[src/rtl/sfe_pkg.sv]
package sfe_pkg;
    localparam int FW = 7;   // width of every frame marker field
    localparam int LW = 7;   // logical register number width (128 registers)
    localparam int GLOBALS = 32;

    typedef enum logic [1:0] {
        OP_ALLOC = 2'd0,
        OP_CALL  = 2'd1,
        OP_RET   = 2'd2,
        OP_BAD   = 2'd3
    } sfe_op_e;

    typedef enum logic [2:0] {
        ST_IDLE,
        ST_EVAL,
        ST_SPILL,
        ST_FILL,
        ST_COMMIT
    } sfe_state_e;

    typedef struct packed {
        logic [FW-1:0] rrb;
        logic [FW-1:0] sor;
        logic [FW-1:0] sol;
        logic [FW-1:0] sof;
    } sfe_marker_t;
endpackage

[src/rtl/sfe_map.sv]
module sfe_map
    import sfe_pkg::*;
#(
    parameter int NSTK = 96,
    parameter int PW   = $clog2(NSTK)
) (
    input  logic [LW-1:0] lreg,
    input  logic [PW-1:0] bof,
    input  logic [FW-1:0] sof,
    output logic [LW-1:0] preg,
    output logic          stacked,
    output logic          in_frame
);
    function automatic logic [PW-1:0] ring_add(input logic [PW-1:0] a, input int b);
        int s;
        s = int'(a) + b;
        if (s >= NSTK) s = s - NSTK;
        return PW'(s);
    endfunction

    logic [LW-1:0] offset;
    logic [PW-1:0] ring_idx;

    always_comb begin
        stacked  = (lreg >= LW'(GLOBALS));
        offset   = lreg - LW'(GLOBALS);
        ring_idx = ring_add(bof, int'(offset));
        if (stacked) begin
            preg     = LW'(ring_idx);
            in_frame = (int'(offset) < int'(sof));
        end else begin
            preg     = lreg;
            in_frame = 1'b1;
        end
    end
endmodule

[src/rtl/sfe_xfer.sv]
module sfe_xfer
    import sfe_pkg::*;
#(
    parameter int NSTK = 96,
    parameter int PW   = $clog2(NSTK),
    parameter int CW   = $clog2(NSTK + 1),
    parameter int AW   = 32,
    parameter int DW   = 64
) (
    input  logic          clk,
    input  logic          rst_n,
    input  logic          spill_act,
    input  logic          fill_act,
    input  logic [PW-1:0] bof,
    input  logic [CW-1:0] nd,
    input  logic [AW-1:0] bs_store,
    input  logic [DW-1:0] rf_rd_data,
    input  logic [DW-1:0] mem_rdata,
    output logic [PW-1:0] rf_rd_idx,
    output logic          rf_wr_en,
    output logic [PW-1:0] rf_wr_idx,
    output logic [DW-1:0] rf_wr_data,
    output logic          mem_wr_en,
    output logic          mem_rd_en,
    output logic [AW-1:0] mem_addr,
    output logic [DW-1:0] mem_wdata
);
    localparam int WORD_BYTES = DW / 8;

    function automatic logic [PW-1:0] ring_sub(input logic [PW-1:0] a, input int b);
        int s;
        s = int'(a) - b;
        if (s < 0) s = s + NSTK;
        return PW'(s);
    endfunction

    logic [PW-1:0] spill_idx;
    logic [PW-1:0] fill_idx;
    logic          fill_v_q;
    logic [PW-1:0] fill_idx_q;

    // Oldest resident register sits nd entries below the base; the next one
    // to refill sits just below the oldest still resident.
    always_comb begin
        spill_idx = ring_sub(bof, int'(nd));
        fill_idx  = ring_sub(bof, int'(nd) + 1);
        rf_rd_idx = spill_idx;
        mem_wdata = rf_rd_data;
        mem_wr_en = spill_act;
        mem_rd_en = fill_act;
        mem_addr  = fill_act ? (bs_store - AW'(WORD_BYTES)) : bs_store;
    end

    always_ff @(posedge clk or negedge rst_n) begin
        if (!rst_n) begin
            fill_v_q   <= 1'b0;
            fill_idx_q <= '0;
        end else begin
            fill_v_q   <= fill_act;
            fill_idx_q <= fill_idx;
        end
    end

    assign rf_wr_en   = fill_v_q;
    assign rf_wr_idx  = fill_idx_q;
    assign rf_wr_data = mem_rdata;
endmodule

[src/rtl/stack_frame_engine.sv]
module stack_frame_engine
    import sfe_pkg::*;
#(
    parameter int          NSTK      = 96,
    parameter int          AW        = 32,
    parameter int          DW        = 64,
    parameter logic [31:0] BASE_ADDR = 32'h0000_1000
) (
    input  logic          clk,
    input  logic          rst_n,
    input  logic          op_valid,
    input  logic [1:0]    op_code,
    input  logic [6:0]    op_sof,
    input  logic [6:0]    op_sol,
    input  logic [6:0]    op_sor,
    output logic          op_ready,
    output logic          op_done,
    output logic          op_illegal,
    input  logic [6:0]    map_lreg,
    output logic [6:0]    map_preg,
    output logic          map_stacked,
    output logic          map_in_frame,
    output logic [27:0]   cur_frame,
    output logic [27:0]   prev_frame,
    output logic [AW-1:0] bs_ptr,
    output logic [AW-1:0] bs_store_ptr,
    output logic [6:0]    rf_rd_idx,
    input  logic [DW-1:0] rf_rd_data,
    output logic          rf_wr_en,
    output logic [6:0]    rf_wr_idx,
    output logic [DW-1:0] rf_wr_data,
    output logic          mem_wr_en,
    output logic          mem_rd_en,
    output logic [AW-1:0] mem_addr,
    output logic [DW-1:0] mem_wdata,
    input  logic [DW-1:0] mem_rdata
);
    localparam int PW         = $clog2(NSTK);
    localparam int CW         = $clog2(NSTK + 1);
    localparam int WORD_SHIFT = $clog2(DW / 8);

    function automatic logic [PW-1:0] ring_add(input logic [PW-1:0] a, input int b);
        int s;
        s = int'(a) + b;
        if (s >= NSTK) s = s - NSTK;
        return PW'(s);
    endfunction

    function automatic logic [PW-1:0] ring_sub(input logic [PW-1:0] a, input int b);
        int s;
        s = int'(a) - b;
        if (s < 0) s = s + NSTK;
        return PW'(s);
    endfunction

    sfe_state_e  state_q, state_d;
    sfe_op_e     op_q;
    logic [FW-1:0] req_sof_q, req_sol_q, req_sor_q;
    sfe_marker_t cfm_q, pfs_q;
    logic [PW-1:0] bof_q;
    logic [AW-1:0] bsp_q;
    logic [CW-1:0] nd_q;
    logic [CW-1:0] left_q;

    logic          bad;
    int            spill_need;
    int            fill_need;
    logic          spill_act;
    logic          fill_act;
    logic [AW-1:0] bs_store;

    // ---------------- evaluation of the pending operation ----------------
    always_comb begin
        bad = 1'b0;
        if (op_q == OP_BAD) begin
            bad = 1'b1;
        end else if (op_q == OP_ALLOC) begin
            bad = (int'(req_sof_q) > NSTK) || (req_sol_q > req_sof_q) || (req_sor_q > req_sof_q);
        end

        spill_need = 0;
        if (op_q == OP_ALLOC && (int'(nd_q) + int'(req_sof_q) > NSTK)) begin
            spill_need = int'(nd_q) + int'(req_sof_q) - NSTK;
        end

        fill_need = 0;
        if (op_q == OP_RET && (int'(pfs_q.sol) > int'(nd_q))) begin
            fill_need = int'(pfs_q.sol) - int'(nd_q);
        end
    end

    // ---------------- state register ----------------
    always_ff @(posedge clk or negedge rst_n) begin
        if (!rst_n) state_q <= ST_IDLE;
        else        state_q <= state_d;
    end

    // ---------------- next state ----------------
    always_comb begin
        state_d = state_q;
        unique case (state_q)
            ST_IDLE:   if (op_valid) state_d = ST_EVAL;
            ST_EVAL: begin
                if (bad)                 state_d = ST_IDLE;
                else if (spill_need > 0) state_d = ST_SPILL;
                else if (fill_need > 0)  state_d = ST_FILL;
                else                     state_d = ST_COMMIT;
            end
            ST_SPILL:  if (left_q == CW'(1)) state_d = ST_COMMIT;
            ST_FILL:   if (left_q == CW'(1)) state_d = ST_COMMIT;
            ST_COMMIT: state_d = ST_IDLE;
            default:   state_d = ST_IDLE;
        endcase
    end

    // ---------------- outputs ----------------
    always_comb begin
        op_ready   = 1'b0;
        op_done    = 1'b0;
        op_illegal = 1'b0;
        spill_act  = 1'b0;
        fill_act   = 1'b0;
        unique case (state_q)
            ST_IDLE:   op_ready   = 1'b1;
            ST_EVAL:   op_illegal = bad;
            ST_SPILL:  spill_act  = 1'b1;
            ST_FILL:   fill_act   = 1'b1;
            ST_COMMIT: op_done    = 1'b1;
            default: ;
        endcase
    end

    // ---------------- datapath ----------------
    always_ff @(posedge clk or negedge rst_n) begin
        if (!rst_n) begin
            op_q      <= OP_ALLOC;
            req_sof_q <= '0;
            req_sol_q <= '0;
            req_sor_q <= '0;
            cfm_q     <= '0;
            pfs_q     <= '0;
            bof_q     <= '0;
            bsp_q     <= AW'(BASE_ADDR);
            nd_q      <= '0;
            left_q    <= '0;
        end else begin
            unique case (state_q)
                ST_IDLE: begin
                    if (op_valid) begin
                        op_q      <= sfe_op_e'(op_code);
                        req_sof_q <= op_sof;
                        req_sol_q <= op_sol;
                        req_sor_q <= op_sor;
                    end
                end
                ST_EVAL: begin
                    if (spill_need > 0)     left_q <= CW'(spill_need);
                    else if (fill_need > 0) left_q <= CW'(fill_need);
                    else                    left_q <= '0;
                end
                ST_SPILL: begin
                    nd_q   <= nd_q - CW'(1);
                    left_q <= left_q - CW'(1);
                end
                ST_FILL: begin
                    nd_q   <= nd_q + CW'(1);
                    left_q <= left_q - CW'(1);
                end
                ST_COMMIT: begin
                    unique case (op_q)
                        OP_ALLOC: begin
                            cfm_q.sof <= req_sof_q;
                            cfm_q.sol <= req_sol_q;
                            cfm_q.sor <= req_sor_q;
                            cfm_q.rrb <= '0;
                        end
                        OP_CALL: begin
                            pfs_q     <= cfm_q;
                            bof_q     <= ring_add(bof_q, int'(cfm_q.sol));
                            bsp_q     <= bsp_q + (AW'(cfm_q.sol) << WORD_SHIFT);
                            nd_q      <= nd_q + CW'(cfm_q.sol);
                            cfm_q.sof <= cfm_q.sof - cfm_q.sol;
                            cfm_q.sol <= '0;
                            cfm_q.sor <= '0;
                            cfm_q.rrb <= '0;
                        end
                        OP_RET: begin
                            cfm_q <= pfs_q;
                            bof_q <= ring_sub(bof_q, int'(pfs_q.sol));
                            bsp_q <= bsp_q - (AW'(pfs_q.sol) << WORD_SHIFT);
                            nd_q  <= nd_q - CW'(pfs_q.sol);
                        end
                        default: ;
                    endcase
                end
                default: ;
            endcase
        end
    end

    assign bs_store     = bsp_q - (AW'(nd_q) << WORD_SHIFT);
    assign bs_store_ptr = bs_store;
    assign bs_ptr       = bsp_q;
    assign cur_frame    = cfm_q;
    assign prev_frame   = pfs_q;

    // ---------------- sub-blocks ----------------
    logic [PW-1:0] map_ring_bof;
    assign map_ring_bof = bof_q;

    sfe_map #(.NSTK(NSTK), .PW(PW)) u_map (
        .lreg     (map_lreg),
        .bof      (map_ring_bof),
        .sof      (cfm_q.sof),
        .preg     (map_preg),
        .stacked  (map_stacked),
        .in_frame (map_in_frame)
    );

    logic [PW-1:0] xf_rd_idx, xf_wr_idx;

    sfe_xfer #(.NSTK(NSTK), .PW(PW), .CW(CW), .AW(AW), .DW(DW)) u_xfer (
        .clk        (clk),
        .rst_n      (rst_n),
        .spill_act  (spill_act),
        .fill_act   (fill_act),
        .bof        (bof_q),
        .nd         (nd_q),
        .bs_store   (bs_store),
        .rf_rd_data (rf_rd_data),
        .mem_rdata  (mem_rdata),
        .rf_rd_idx  (xf_rd_idx),
        .rf_wr_en   (rf_wr_en),
        .rf_wr_idx  (xf_wr_idx),
        .rf_wr_data (rf_wr_data),
        .mem_wr_en  (mem_wr_en),
        .mem_rd_en  (mem_rd_en),
        .mem_addr   (mem_addr),
        .mem_wdata  (mem_wdata)
    );

    assign rf_rd_idx = 7'(xf_rd_idx);
    assign rf_wr_idx = 7'(xf_wr_idx);
endmodule

[config.mk]
export PLATFORM = sky130hd
export DESIGN_NAME = stack_frame_engine
export DESIGN_NICKNAME = d
export VERILOG_FILES = /design/src/rtl/sfe_pkg.sv /design/src/rtl/sfe_map.sv /design/src/rtl/sfe_xfer.sv /design/src/rtl/stack_frame_engine.sv
export SDC_FILE = /design/constraint.sdc
export NUM_CORES = 1
export LEC_CHECK = 0
export ABC_AREA = 1
export BUFFER_PORTS_ARGS = -buffer_cell sky130_fd_sc_hd__buf_2
export CORE_AREA = 2 2 180 182
export CTS_BUF_LIST = sky130_fd_sc_hd__clkbuf_8
export DETAILED_ROUTE_END_ITERATION = 12
export DIE_AREA = 0 0 182 184
export PLACE_DENSITY = 0.71
export SLEW_MARGIN = 20
export SYNTH_ARGS = -nofsm -noshare
export SYNTH_HDL_FRONTEND = slang
export SYNTH_SLANG_ARGS = --single-unit
export TNS_END_PERCENT = 10
[constraint.sdc]
create_clock -name clk -period 3.8 [get_ports clk]
set_input_delay 0.57 -clock clk [delete_from_list [all_inputs] [get_ports clk]]
set_output_delay 0.57 -clock clk [all_outputs]
set_load 0.02 [all_outputs]
=== After elaboration in Yosys (flattened, before gate mapping) ===
Index checks and enable logic that the tools add are counted.

* Add/subtract/negate cells: 25
* Order comparisons: 14
* Eq/ne operators: 11
* Muxes and demuxes: 31
* Reduce and logical (&&, ||, !) cells: 17

{| class="wikitable"
|+ Operator list
! cell !! count
|-
| 32-bit 2-to-1 mux || 3
|-
| 28-bit case mux with 3 select lines || 1
|-
| 32-bit by 1-bit greater-than comparator with 1-bit output (second input constant) || 2
|-
| 32-bit case mux with 2 select lines || 1
|-
| 32-bit by 10-bit subtractor with 32-bit output || 2
|-
| 7-bit 2-to-1 mux || 8
|-
| 7-bit case mux with 2 select lines || 3
|-
| 32-bit by 10-bit adder with 32-bit output || 1
|-
| 32-bit by 8-bit greater-than comparator with 1-bit output (second input constant) || 1
|-
| 32-bit by 1-bit < comparator with 1-bit output (second input constant) || 1
|-
| 32-bit by 4-bit subtractor with 32-bit output (second input constant) || 1
|-
| 7-bit by 7-bit adder with 8-bit output || 3
|-
| 7-bit by 7-bit subtractor with 8-bit output || 3
|-
| 7-bit by 6-bit adder with 7-bit output (second input constant) || 3
|-
| 7-bit greater-than comparator || 3
|-
| 7-bit case mux with 3 select lines || 1
|-
| 8-bit by 7-bit >= comparator with 1-bit output (second input constant) || 2
|-
| 8-bit by 1-bit < comparator with 1-bit output (second input constant) || 2
|-
| 3-bit 2-to-1 mux || 5
|-
| 7-bit by 1-bit subtractor with 7-bit output (second input constant) || 2
|-
| 7-bit by 6-bit subtractor with 7-bit output (second input constant) || 2
|-
| 7-bit subtractor || 2
|-
| 2-bit AND reduction || 6
|-
| 3-bit case mux with 3 select lines || 1
|-
| 26 further kinds || 39
|}

* Bits in registers: 143
* Bits of input ports: 161
* Output and inout bits: 309

=== Longest topological paths before layout ===
Gate-level depths: netlist (run 1).

* Word-level depth: 8
* Depth in mapped cells: 22
* Mapped depth without buffers: 22

=== Cells and area by module ===
A second synthesis (run 1) with hierarchy kept.

* Cell total of the unflattened synthesis: 1955
* Area total of the unflattened synthesis: 13733.2 µm²

{| class="wikitable"
|+ By module, submodules not included
! module !! times used !! cells an instance !! area each (µm²) !! sequential area each (µm²)
|-
| stack_frame_engine || 1 || 1451 || 10510.1 || 3304.4
|-
| sfe_xfer || 1 || 390 || 2600.0 || 200.2
|-
| sfe_map || 1 || 114 || 623.1 || 0.0
|}

=== Worst setup path before layout (run 1) ===
No wires, ideal clock.

* Path type: flip-flop to output port
* Start point: reg bsp_q[3], in the netlist bs_ptr[3]
* End point: out mem_addr[19]
* Data arrival time: 2.754 ns
* Data required time: 3.230 ns
* Setup slack: 0.476 ns
* Stages on the path, launching flop included: 17
* Path buffers: 0
* Path through: dfrtp_1 > inv_1 > ha_1 > inv_1 > fa_1 > inv_1 > ha_1 > inv_1 > nor2_1 > nand3_1 > nor2_1 > nand2_1 > nor2_2 > nand3_1 > nor2_2 > nand2_1 > xor2_1

* Longest elaborated chain between the ends: 3

{| class="wikitable"
|+ RTL lines
! item !! RTL line !! source
|-
| start, declared || stack_frame_engine.sv:61 || <nowiki>logic [AW-1:0] bsp_q;</nowiki>
|-
| start signal, assigned || stack_frame_engine.sv:143 || <nowiki>bsp_q <= AW'(BASE_ADDR);</nowiki>
|-
| start signal, assigned || stack_frame_engine.sv:180 || <nowiki>bsp_q <= bsp_q + (AW'(cfm_q.sol) << WORD_SHIFT);</nowiki>
|-
| start signal, assigned || stack_frame_engine.sv:190 || <nowiki>bsp_q <= bsp_q - (AW'(pfs_q.sol) << WORD_SHIFT);</nowiki>
|-
| 32-bit by 10-bit subtractor with 32-bit output || stack_frame_engine.sv:201 || <nowiki>assign bs_store = bsp_q - (AW'(nd_q) << WORD_SHIFT);</nowiki>
|-
| named net bs_store_ptr[4] || stack_frame_engine.sv:26 || <nowiki>output logic [AW-1:0] bs_store_ptr,</nowiki>
|-
| 32-bit by 4-bit subtractor with 32-bit output || sfe_xfer.sv:51 || <nowiki>mem_addr = fill_act ? (bs_store - AW'(WORD_BYTES)) : bs_store;</nowiki>
|-
| 32-bit 2-to-1 mux || sfe_xfer.sv:51 ||
|-
| end, declared || stack_frame_engine.sv:34 || <nowiki>output logic [AW-1:0] mem_addr,</nowiki>
|}

The timed path passes the listed nets, and every way through them passes these cells.

=== Final worst setup path (run 1) ===
* Start point: reg bsp_q[3], in the netlist bs_ptr[3]
* End point: out mem_addr[23]

* Longest elaborated chain between the ends: 3

{| class="wikitable"
|+ RTL lines
! item !! RTL line
|-
| 32-bit by 10-bit subtractor with 32-bit output * || stack_frame_engine.sv:201
|-
| 32-bit by 4-bit subtractor with 32-bit output || sfe_xfer.sv:51
|-
| 32-bit 2-to-1 mux * || sfe_xfer.sv:51
|}

Every way passes the cells marked *; elsewhere a longest branch is shown, timed or not.

==> results.cfg, run 1 <==
[floorplanning]
dieArea_sq_um = 33500
rows = 65
core-area_sq_um = 31400
ioPinCount = 470
die_y_um = 184
start_util_pct = 44.1
die_w_um = 182

[sta]
fin_worst_skew_ns = 0.0269
finalHoldViolations = 0
slew_headroom_pct = 33.5
grt_setup_unrepaired = true
finalSetupViolCount = 0
setup_ws_ns = 0.0679
final.period_utilization_pct = 98.2
maxSlewViolCount = 0
max_freq_ghz = 0.268
fin_crit_ns = 3.73
tightest_slew_ns = 0.995

[detailed_routing]
drt_wl_total_mm = 43.0
drc = 0
vias = 13529
antenna_left = 0
first_pass_iters = 7
avgRoutedWirePerCell_um = 17.2
viasPerCell = 5.40
initialDrtViolationCount = 838

[synthesis]
synthCells = 1990
synth_edf_count = 0
synth_largest_area_cell = dfrtp_1
synth_top_area_share_pct = 25.1
synth_area_leaders = dfrtp_1, nand2_1, ha_1
yosysMostFrequentCell = nand2_1
synth-async-reset-ratio_pct = 100
synth_commonest_cells = nand2_1, inv_1, nor2_1
synth.distinct_cells = 57
ys_ff_latch = 140
synth_ff_type = dfrtp_1
yosysWarnings = 0
ys_seq_area_share_pct = 25.3
synth_area_per_cell_sq_um = 6.96
synth.cell_area_sq_um = 13800

[clock_network]
cts-htree-levels = 4
cts_tree = built
clk_path_buf_depth = 2
cts_made_buffers = 17
clock_sinks = 140
path_clk_slew_ns = 0.11
cts-root-buf = clkbuf_8
clock_latency_ns = 0.49

[critical_path]
reg2reg_slack_ns = 0.37
start_kind = flop
reg2reg_depth = 22
cp_data_arrival_time_ns = 3.16
crit_fanout = 7
cp_data_required_time_ns = 3.23
startpoint = bs_ptr[3]
reg2reg_to = bs_ptr[26]
r2r_start = cur_frame[7]
cp-end-kind = primary output
criticalPathCategory = reg -> out

[placement]
io_buffers = 204
dpl.cell_count = 2456
dp_hpwl_mm = 34.4
gp_congestion = 0.994
place_ws_ns = 0.243

[status]
status = complete, no violations

[grt]
overflow = 0
grt_first_pass_wirelength_mm = 68.2
grt.total_usage_pct = 25.6
grt_antenna_before_repair = 1
grt_max_degree = 89
first_global_vias = 13112

[finish]
area_growth_pct = 10.6
fin_util_pct = 48.8
drive_gt1_share_pct = 20.0
final_cells = 2504
nNetsFinal = 2382

[worst_hold_path]
min_path_type = in -> async

[job]
max-cap-violations = 0
[worst max-delay path by stage]
stage              endpoint  slack, ns  cells past startpoint
6_report       mem_addr[23]       0.07                     18
5_1_grt        mem_addr[23]      -0.08                     18
4_1_cts        mem_addr[22]      -0.03                     16
3_5_place_dp   mem_addr[26]       0.24                     17
3_3_place_gp   mem_addr[26]       0.30                     18
2_1_floorplan  mem_addr[19]       0.48                     16
[state kept, by name, indices dropped and copies added, names as in the netlist]
signal            flops
prev_frame           28
bs_ptr               29
req_sol_q             7
cur_frame            28
u_xfer.rf_wr_idx      7
req_sor_q             7
state_q               3
u_xfer.rf_wr_en       1
op_q                  2
req_sof_q             7
bof_q                 7
left_q                7
nd_q                  7
[cells in the final DEF (no fill, tap or decap), drive strengths merged, types with 2 or more instances in the layout]
cell type | synthesis | final
clkbuf | 32 | 18
buf | 142 | 246
o21a | 7 | 7
dfrtp | 139 | 139
ha | 121 | 121
and2 | 3 | 3
o41ai | 2 | 2
nor4 | 2 | 2
o22ai | 7 | 7
a22oi | 5 | 5
o21ai | 150 | 150
or2 | 14 | 14
o21bai | 7 | 7
o311ai | 2 | 2
nor2 | 188 | 188
nand3 | 119 | 119
conb | 1 | 9
clkinv | 2 | 6
mux2 | 7 | 7
xnor2 | 32 | 32
a31oi | 8 | 8
nor3 | 20 | 20
fa | 11 | 11
a21o | 3 | 3
a21oi | 125 | 125
xor2 | 47 | 47
nand4 | 27 | 27
a21boi | 2 | 2
inv | 248 | 255
o211ai | 19 | 19
a221oi | 8 | 8
nand2 | 475 | 475
nand3b | 10 | 10
[layer usage]
layer / track usage, % / up-vias / share of wire (%)
li1: - / 6587 / -
met1: 30.8 / 6295 / 42
met2: 44.8 / 551 / 48
met3: 6.04 / 96 / 7.0
met4: 8.97 / 0 / 3.5
met5: 0 / - / 0
[per-stage QoR]
step	hold WS (ns)	area [sq um]	TNS (ns)
after global routing	0.222	15300	-0.824
after floorplan	0.274	13900	0
after global placement	0.482	14500	0
after detailed placement	0.484	14500	0
after CTS	0.179	14900	-0.106
final	0.148	15300	0
[critical path, stage by stage, from the launching register on]
cell,delay (ns)
dfrtp_1,0.40
inv_2,0.11
ha_4,0.13
inv_2,0.04
fa_2,0.40
nand3_4,0.12
nand2_4,0.08
nand2_4,0.10
nand3_4,0.13
nor2_4,0.14
nand2_1,0.09
nand2_4,0.13
nand2_2,0.09
nor3_4,0.18
buf_6,0.15
nand2_2,0.05
xor2_1,0.14
inv_1,0.07
buf_6,0.11
[layout make-up]
class                           instances  area [sq um]
Fill cell                            3071         16100
Multi-Input combinational cell       1434          8590
Sequential cell                       140          3510
Timing Repair Buffer                  246          1400
Inverter                              250           940
Tap cell                              402           503
Clock buffer                           18           248
Clock inverter                         13           131
Antenna cell                            1          2.50
[repair_timing]
| action | CTS | global route |
|---|---|---|
| setup endpoints to repair | 19 | 22 |
| resized for setup | 23 | 76 |
| hold buffers | 0 | 0 |
| buffers inserted | 3 | 13 |
| pin swaps | 3 | 30 |
[kinds of logic after synthesis]
family | Yosys count | synth area share (%)
AO/OA/AOI/OAI | 348 | 14.0
XOR/XNOR | 79 | 5.11
adder cells (fa/ha/maj) | 132 | 12.5
buffers and inverters | 424 | 15.2
flip-flops | 140 | 25.3
multiplexers | 7 | 0.569
other | 1 | 0.0271
AND/OR/NAND/NOR | 859 | 27.2
Power of run 1 is not shown: default switching activity piles up to over one toggle a cycle in this logic, so the estimate is an artifact.
==> run 2, diff against run 1 <==
--- a/config.mk
+++ b/config.mk
@@ -5,13 +5,13 @@
 export SDC_FILE = /design/constraint.sdc
 export NUM_CORES = 1
 export LEC_CHECK = 0
-export ABC_AREA = 1
 export BUFFER_PORTS_ARGS = -buffer_cell sky130_fd_sc_hd__buf_2
-export CORE_AREA = 2 2 180 182
+export CORE_AREA = 2 2 181 183
 export CTS_BUF_LIST = sky130_fd_sc_hd__clkbuf_8
 export DETAILED_ROUTE_END_ITERATION = 12
-export DIE_AREA = 0 0 182 184
-export PLACE_DENSITY = 0.71
+export DIE_AREA = 0 0 183 185
+export PLACE_DENSITY = 0.68
+export SETUP_SLACK_MARGIN = 0.3
 export SLEW_MARGIN = 20
 export SYNTH_ARGS = -nofsm -noshare
 export SYNTH_HDL_FRONTEND = slang
==> run 2 against run 1 <==
The flow now finishes with violations (negative setup slack). Synthesized cell count decreased by 23%. Area after synthesis fell by 6.3%. Cell area is 2.9% higher. Highest routed layer unchanged.
==> results.cfg, run 2 <==
[status]
status = complete, but fails checks
violations = negative setup slack

[grt]
grt.total_usage_pct = 22.0
first_global_vias = 11177
grt_first_pass_wirelength_mm = 58.9
grt_max_degree = 65
overflow = 0
grt_antenna_before_repair = 1

[synthesis]
synth_commonest_cells = nand2_1, dfrtp_1, buf_4
synth.distinct_cells = 84
yosysMostFrequentCell = nand2_1
synth_top_family_by_area = compound AO/OA/AOI/OAI gates
synth_area_leaders = dfrtp_1, ha_1, buf_4
synth_area_per_cell_sq_um = 8.50
synthXorXnorAreaFrac_pct = 7.76
synth.cell_area_sq_um = 13000
synthAdderAreaFrac_pct = 13.4
synth_top_area_share_pct = 26.8
synthCells = 1528
yosysWarnings = 0
synth_largest_area_cell = dfrtp_1
synth_edf_count = 0
synth-compound-area-share_pct = 20.9
muxShareOfSynthArea_pct = 3.52
ys_seq_area_share_pct = 27.0
ys_ff_latch = 140
synthSimpleGateAreaFrac_pct = 15.0
synth-async-reset-ratio_pct = 100
synth_ff_type = dfrtp_1

[clock_network]
path_clk_slew_ns = 0.09
cts_made_buffers = 17
cts-hold-fix-buffers = 0
cts-root-buf = clkbuf_8
clock_sinks = 140
clock_latency_ns = 0.48
cts_tree = built
cts-htree-levels = 4
clk_path_buf_depth = 2

[sta]
fin_crit_ns = 4.19
finalSetupTns_ns = -5.11
tightest_slew_ns = 1.07
slew_headroom_pct = 28.5
fin_worst_skew_ns = 0.0212
max_freq_ghz = 0.239
finalHoldViolations = 0
setup_ws_ns = -0.391
maxSlewViolCount = 0
grt_setup_unrepaired = true
final.period_utilization_pct = 110
whs_ns = 0.0704
finalSetupViolCount = 19

[critical_path]
cpLargestDelayFamily = buffers and inverters
cpMaxStageDelayCell = dfrtp_2
reg2reg_depth = 16
crit_top_cell = buf_4
r2r_start = op_q[0]
crit_chain = inv_2 > ha_4 > inv_2 > fa_2 > a211oi_4 > o21ai_2 > buf_4 > nand2_4 > nand3_2 > xnor2_2 > a2111oi_4 > buf_4 > nand4b_4 > buf_4 > nor2_4 > xor2_2 > buf_6
reg2reg_to = bs_ptr[30]
cp_data_arrival_time_ns = 3.62
crit_path_max_incr_delay_ns = 0.41
worst-path-buf-inv = 6
start_kind = flop
cp_data_required_time_ns = 3.23
cp-end-kind = primary output
reg2reg_slack_ns = 0.17
crit_fanout = 5
criticalPathCategory = reg -> out

[placement]
gp_congestion = 0.928
dp_hpwl_mm = 29.9
io_buffers = 204
place_ws_ns = -0.0123

[detailed_routing]
drt_wl_total_mm = 38.0
drc = 0
viasPerCell = 5.49
initialDrtViolationCount = 669
first_pass_iters = 5
avgRoutedWirePerCell_um = 17.9
vias = 11696
antenna_left = 0

[job]
max-cap-violations = 0

[finish]
final_cell_mix = buf_2, buf_4, nand2_1, dfrtp_1, ha_1
layout_commonest_cell = buf_2
largest_register_ffs = 29
drive_gt1_share_pct = 32.9
area_growth_pct = 21.4
nNetsFinal = 2001

[worst_hold_path]
min_path_type = in -> async

[floorplanning]
die_y_um = 185
rows = 66
core-area_sq_um = 32000
ioPinCount = 470
dieArea_sq_um = 33900
die_w_um = 183
start_util_pct = 40.5
==> run 2: cell count changes after synthesis, moves of 24 or more <==
cell,delta
inv_1,-148
o21ai_0,-31
mux2_2,+30
a21oi_1,-24
nor2_1,-79
xnor2_1,+30
a21o_1,+40
nand3_1,-94
nand2_1,-317
==> run 2: cell families after synthesis <==
kind of cell    after synthesis
mux                          41
simple gates                391
flops                       140
fa+ha+maj                   132
buf+inv                     286
xor+xnor                    115
other cells                   1
compound gates              422
==> run 2: per-stage QoR <==
stage | instances | utilization (%) | area (sq um)
3_5_place_dp | 2071 | 45.0 | 14400
4_1_cts | 2121 | 47.9 | 15400
2_1_floorplan | 1536 | - | 13300
5_1_grt | 2129 | 49.2 | 15800
6_report | 2130 | 49.2 | 15800
3_3_place_gp | 2071 | 45.0 | 14400
==> run 2: repair_timing <==
| item | CTS | global route |
|---|---|---|
| resized for setup | 89 | 81 |
| setup endpoints to repair | 50 | 68 |
| pin swaps | 45 | 28 |
| setup buffers | 18 | 8 |
==> run 2: final cells by class <==
class | instances | area [sq um]
fillers | 2966 | 16300
multi-input cells | 1110 | 8740
flip-flops and latches | 140 | 3510
repair buffers | 342 | 2210
well taps | 408 | 510
inverters | 97 | 370
clock buffers | 17 | 234
clock inverters | 15 | 178
diodes | 1 | 2.50
==> run 2: layer usage <==
metal	part of all wire [%]	GRT usage, %	vias to the layer above
met5	0	0	-
met4	2.6	7.01	0
met3	7.1	5.15	79
met2	48	37.9	441
met1	42	27.2	5554
li1	-	-	5622
==> run 2: worst reg2reg max path, cell delays in order, from the launching register on <==
cell and delay (ns):
dfrtp_1 0.38, inv_1 0.08, ha_1 0.23, buf_12 0.16
buf_4 0.19, a21oi_1 0.31, ha_1 0.24, o21ai_0 0.15
a211oi_2 0.28, o311ai_1 0.13, buf_4 0.17, a311o_1 0.35
nand3_1 0.08, a21o_1 0.17, a31oi_4 0.11, or4_1 0.49
nand3_1 0.08
==> run 2: worst max path at each step <==
stage,startpoint,to,slack (ns),cells past startpoint
final,bs_ptr[3],mem_addr[29],-0.39,17
after global routing,bs_ptr[3],mem_addr[31],-0.57,16
after CTS,bs_ptr[3],mem_addr[31],-0.49,14
after detailed placement,bs_ptr[3],mem_addr[29],-0.01,14
after global placement,bs_ptr[3],mem_addr[31],0.04,14
after floorplan,bs_ptr[3],mem_addr[31],0.06,13
Power of run 2 is left out for the same reason.
